File: config.mk
export PLATFORM = sky130hd
export DESIGN_NAME = dsp_irq_ctrl
export DESIGN_NICKNAME = d
export VERILOG_FILES = /design/src/rtl/dsp_irq_ctrl.sv
export SDC_FILE = /design/constraint.sdc
export NUM_CORES = 1
export LEC_CHECK = 0
export ABC_AREA = 1
export BUFFER_PORTS_ARGS = -buffer_cell sky130_fd_sc_hd__buf_2
export CORE_MARGIN = 3
export CORE_UTILIZATION = 31
export CTS_CLUSTER_DIAMETER = 80
export DETAILED_ROUTE_END_ITERATION = 10
export PLACE_DENSITY = 0.69
export SYNTH_ARGS = -nofsm -noshare
export SYNTH_HDL_FRONTEND = slang
export SYNTH_SLANG_ARGS = --single-unit
File: constraint.sdc
create_clock -name clk -period 0.8 [get_ports clk]
set_input_delay 0.04 -clock clk [delete_from_list [all_inputs] [get_ports clk]]
set_output_delay 0.04 -clock clk [all_outputs]
set_load 0.01 [all_outputs]
File: src/rtl/dsp_irq_ctrl.sv
module dsp_irq_ctrl #(
  parameter int W        = 16,
  parameter int NSRC     = 3,
  parameter int FLAG_LSB = 3
) (
  input  logic         clk,
  input  logic         rst_n,
  input  logic         wr_en,
  input  logic [W-1:0] wr_data,
  output logic [W-1:0] rd_data,
  input  logic         dsp_evt,
  input  logic         aux_dma_evt,
  input  logic         audio_dma_evt,
  input  logic         dma_busy,
  output logic         irq_out,
  output logic         dsp_reset,
  output logic         dsp_assert,
  output logic         dsp_halt,
  output logic         dsp_init,
  output logic         audio_ctl_clr
);
  localparam int BIT_RST  = 0;
  localparam int BIT_AST  = 1;
  localparam int BIT_HALT = 2;
  localparam int BIT_BUSY = FLAG_LSB + 2*NSRC;
  localparam int BIT_INIT = BIT_BUSY + 1;

  logic [NSRC-1:0] flags, masks, evt, wclr;
  logic [W-1:0]    view, flag_sel;
  logic            clr_q;

  assign evt = {dsp_evt, aux_dma_evt, audio_dma_evt};

  for (genvar i = 0; i < NSRC; i++) begin : g_src
    assign wclr[i] = wr_en & wr_data[FLAG_LSB + 2*i];
  end

  always_ff @(posedge clk) begin
    if (!rst_n) begin
      flags      <= '0;
      masks      <= '0;
      dsp_reset  <= 1'b0;
      dsp_assert <= 1'b0;
      dsp_halt   <= 1'b1;
      dsp_init   <= 1'b0;
      clr_q      <= 1'b0;
    end else begin
      flags <= (flags & ~wclr) | evt;
      clr_q <= wr_en & wr_data[BIT_RST];
      if (wr_en) begin
        for (int i = 0; i < NSRC; i++) masks[i] <= wr_data[FLAG_LSB + 2*i + 1];
        dsp_reset  <= wr_data[BIT_RST];
        dsp_assert <= wr_data[BIT_AST];
        dsp_halt   <= wr_data[BIT_HALT];
        dsp_init   <= wr_data[BIT_INIT];
      end
    end
  end

  always_comb begin
    view           = '0;
    flag_sel       = '0;
    view[BIT_RST]  = dsp_reset;
    view[BIT_AST]  = dsp_assert;
    view[BIT_HALT] = dsp_halt;
    view[BIT_BUSY] = dma_busy;
    view[BIT_INIT] = dsp_init;
    for (int i = 0; i < NSRC; i++) begin
      view[FLAG_LSB + 2*i]     = flags[i];
      view[FLAG_LSB + 2*i + 1] = masks[i];
      flag_sel[FLAG_LSB + 2*i] = 1'b1;
    end
  end

  assign rd_data       = view;
  assign irq_out       = |((view >> 1) & view & flag_sel);
  assign audio_ctl_clr = clr_q;
endmodule

### Word level (Yosys, flattened, before mapping)

Cells that the tools add are included.

* output and inout port bits: 22
* bits in registers: 11

* reduce and logical (&&, ||, !) cells: 1
* bitwise logic cells: 8

Operator list (number)
* 8-bit bitwise AND: 1
* 1-bit bitwise AND: 4
* 3-bit bitwise AND: 1
* 3-bit inverter: 1
* 3-bit bitwise OR: 1
* 3-bit OR reduction: 1

### Depth between registers and ports, before layout

* depth in word-level cells: 4
* depth in mapped cells: 5
* mapped depth without buffers: 4

### Worst setup path before layout

No wires, ideal clock.

* path kind: flip-flop to flip-flop
* start: reg, netlist name dsp_reset
* end: reg dsp_reset
* data arrival time: 0.529 ns
* data required time: 0.730 ns
* slack: 0.202 ns
* setup time: 0.070 ns
* cell stages (with the launch flop): 3
* cell sequence: dfxtp_1 nand2_1 a21oi_1

RTL lines
* to (signal assigned): RTL line 52 `dsp_reset <= wr_data[BIT_RST];`
* to (decl): RTL line 16 `output logic dsp_reset,`

### Final worst setup path

* start: reg masks[2]
* end: out irq_out

* cells in the longest elaborated chain, start to end: 2

Ends and longest elaborated chain
* from (decl): RTL line 28 `logic [NSRC-1:0] flags, masks, evt, wclr;`
* from (signal assigned): RTL line 41 `masks <= '0;`
* 8-bit bitwise AND: RTL line 76 `assign irq_out = |((view >> 1) & view & flag_sel);`
* 3-bit OR reduction: RTL line 76
* to (decl): RTL line 15 `output logic irq_out,`

Every way passes these cells.

==> metrics.txt <==
XOR/XNOR Fraction of Synth Area=0; largest net degree at the start of global routing=9; min Tclk post-route=906 ps; Critical path buffers and inverters=1; multiplexer share of the synthesized area=0; WL/cell=10.3 um; Die H=roughly 45 um; CTS Buf Count=3; post-route setup TNS=-336 ps; post-synthesis sequential area ratio=0.462; simple-gate share of the synthesized area=0.270; Reg2Reg Launch Point=dsp_reset; failing checks=setup timing; CP cell instances=nand2_1 -> nand3_1 -> buf_2; FMAX=1100 MHz; Hold Path Class=input pin to register; Setup WS post-layout=-106 ps; first-pass GRT wire length=around 1800 um; largest family of logic cells by synthesized area=simple AND/OR/NAND/NOR gates; Yosys cell types=11; First-pass DRT Iterations=4; Hold Startpoint=dsp_evt; CP Launch Type=register; Syn. warnings=0; CTS Buffer Depth=2; nets=128; required time worst endpoint=about 760 ps; area of the die=~2000 um^2; syn_area_per_cell=7.33 um^2; Final Setup Violations=5; leakage power=0.434 nW; WL final=approximately 1200 um; htree depth=1; number of max-cap violations=0; Clock Skews=0 ps; Compound-Gate Fraction of Synth Area=0.0420; post-route ant nets=0; multi-input combinational cell area=around 170 um^2; gr usage total=0.130; Final Wtd Congestion=between 0.7 and 0.8; Cells after Synth=65; slowest stage cell on the critical path=dfxtp_2; Yosys reg bits=11; Port Buffer Count=31; clock-pin slew on the worst setup and hold paths=70 ps; synth top area cells=dfxtp_1, nand2_1, buf_4, nand3_1, a21oi_1; crit-path max cell delay=330 ps; Area Growth Syn to Fin=63.3%; detailed-route DRC error count=0; arrival time worst endpoint=between 800 and 900 ps; via count=just over 500; initial antenna violation count=0; pwr dens=roughly 1600 nW/um^2; vias in the first global route=slightly below 500; share of cells above drive strength 1=0.490; CP max FO=3; Site Rows=13; grt total ovfl=0; RSZ-0062 raised after global routing=true; Ant. Diodes=0; Pwr Total=~0.0012 W; initial core utilization=0.349; crit end category=primary output; clock sinks=11; Tcrit/Tclk final=1.13; Register Area=235 um^2; Largest delay share family, worst path=flip-flops; Core Area=~1400 um^2; final hold viol count=0; number of fill cells=127; worst setup path startpoint=masks[2]; status=finished, violations left; Via density=around 4.3; Pins Over Slew Limit=0; Setup CP Type=register to primary output; CTS tree=done; Post-Syn Area=approximately 480 um^2; post-synth top area cell=dfxtp_1; DRT iter0 DRCs=3; VDD IR max=0.000951 V; Ports=45; latest clock arrival within the worst-skew pair=~260 ps; Detailed Place HPWL=between 800 and 900 um; Clock Tree Root=clkbuf_4; share of the synthesized area in the top cell type=0.462; Synth Area in Adders=0; die width=45.2 um
==> state kept, by name, indices dropped and copies added, names as in the netlist <==
| register | count |
|---|---|
| flags | 3 |
| masks | 3 |
| audio_ctl_clr | 1 |
| dsp_assert | 1 |
| dsp_halt | 1 |
| dsp_init | 1 |
| dsp_reset | 1 |
==> worst min-delay path, cell delays in order <==
cell	delay [ps]
buf_2	90
inv_1	40
a21oi_1	50
==> kinds of logic after synthesis <==
group / after synthesis
AOI/OAI and AO/OA: 4
buffers and inverters: 17
DFF: 11
other: 1
and+or+nand+nor: 32
==> synthesized netlist by cell type <==
master / count
inv_2: 1
clkinv_2: 1
nand3_1: 7
a21oi_1: 4
nor2_1: 1
buf_2: 1
nand2_1: 24
buf_4: 10
conb_1: 1
dfxtp_1: 11
inv_1: 4
==> cell usage in the layout, fill, tap and decap left out <==
cell type / n
dfxtp_4: 1
dfxtp_2: 9
buf_2: 23
inv_2: 1
dlygate4sd3_1: 6
buf_6: 9
clkbuf_1: 1
nand2_1: 24
nor2_1: 1
buf_4: 4
conb_1: 5
nand3_1: 7
inv_1: 4
clkbuf_4: 3
dfxtp_1: 1
a21oi_1: 4
clkinv_2: 1
==> worst paths after layout <==
kind         slack (ps)   endpoint  depth (start not counted)
max reg2reg          90  dsp_reset                          3
max                -110    irq_out                          3
min reg2reg         460   dsp_halt                          2
min                   6   flags[2]                          3
==> through the flow <==
stage	hold slack (ps)	instance area, um^2	cells	setup WS [ps]	util
finish	6.37	778	119	-106	0.570
floorplan	143	492	69	202	-
detailed placement	80.1	586	104	153	0.429
global placement	80.1	586	104	165	0.429
global route	5.16	778	119	-139	0.570
CTS	0.333	721	117	-101	0.527
==> cell type report <==
type	instances	share of cell area
Timing Repair Buffer	42	0.394
Tap cell	15	0.0241
Inverter	6	0.0305
Sequential cell	11	0.302
Multi-Input combinational cell	41	0.215
Clock buffer	4	0.0338
==> power by group <==
part	internal (W)	switching, W
Clock	0.000192	0.000178
Combinational	0.000145	0.000119
Sequential	0.000586	0.0000240
==> metal layers <==
metal  vias to the layer above  wire length, um  global-route usage
met5                         -                0                   0
met4                         0               23              0.0702
met3                         2               75              0.0359
met2                        20              675               0.249
met1                       224              445               0.120
li1                        266                -                   -
==> timing repair <==
| action | CTS | global route |
|---|---|---|
| setup endpoints to repair | 4 | 14 |
| hold endpoints to repair | 6 | 0 |
| gates cloned | 0 | 0 |
| gates resized for setup | 9 | 11 |
| setup buffers | 3 | 2 |
| pin swaps | 0 | 2 |
| hold buffers | 6 | 0 |
Note: power is estimated with default switching activity, not from simulation.
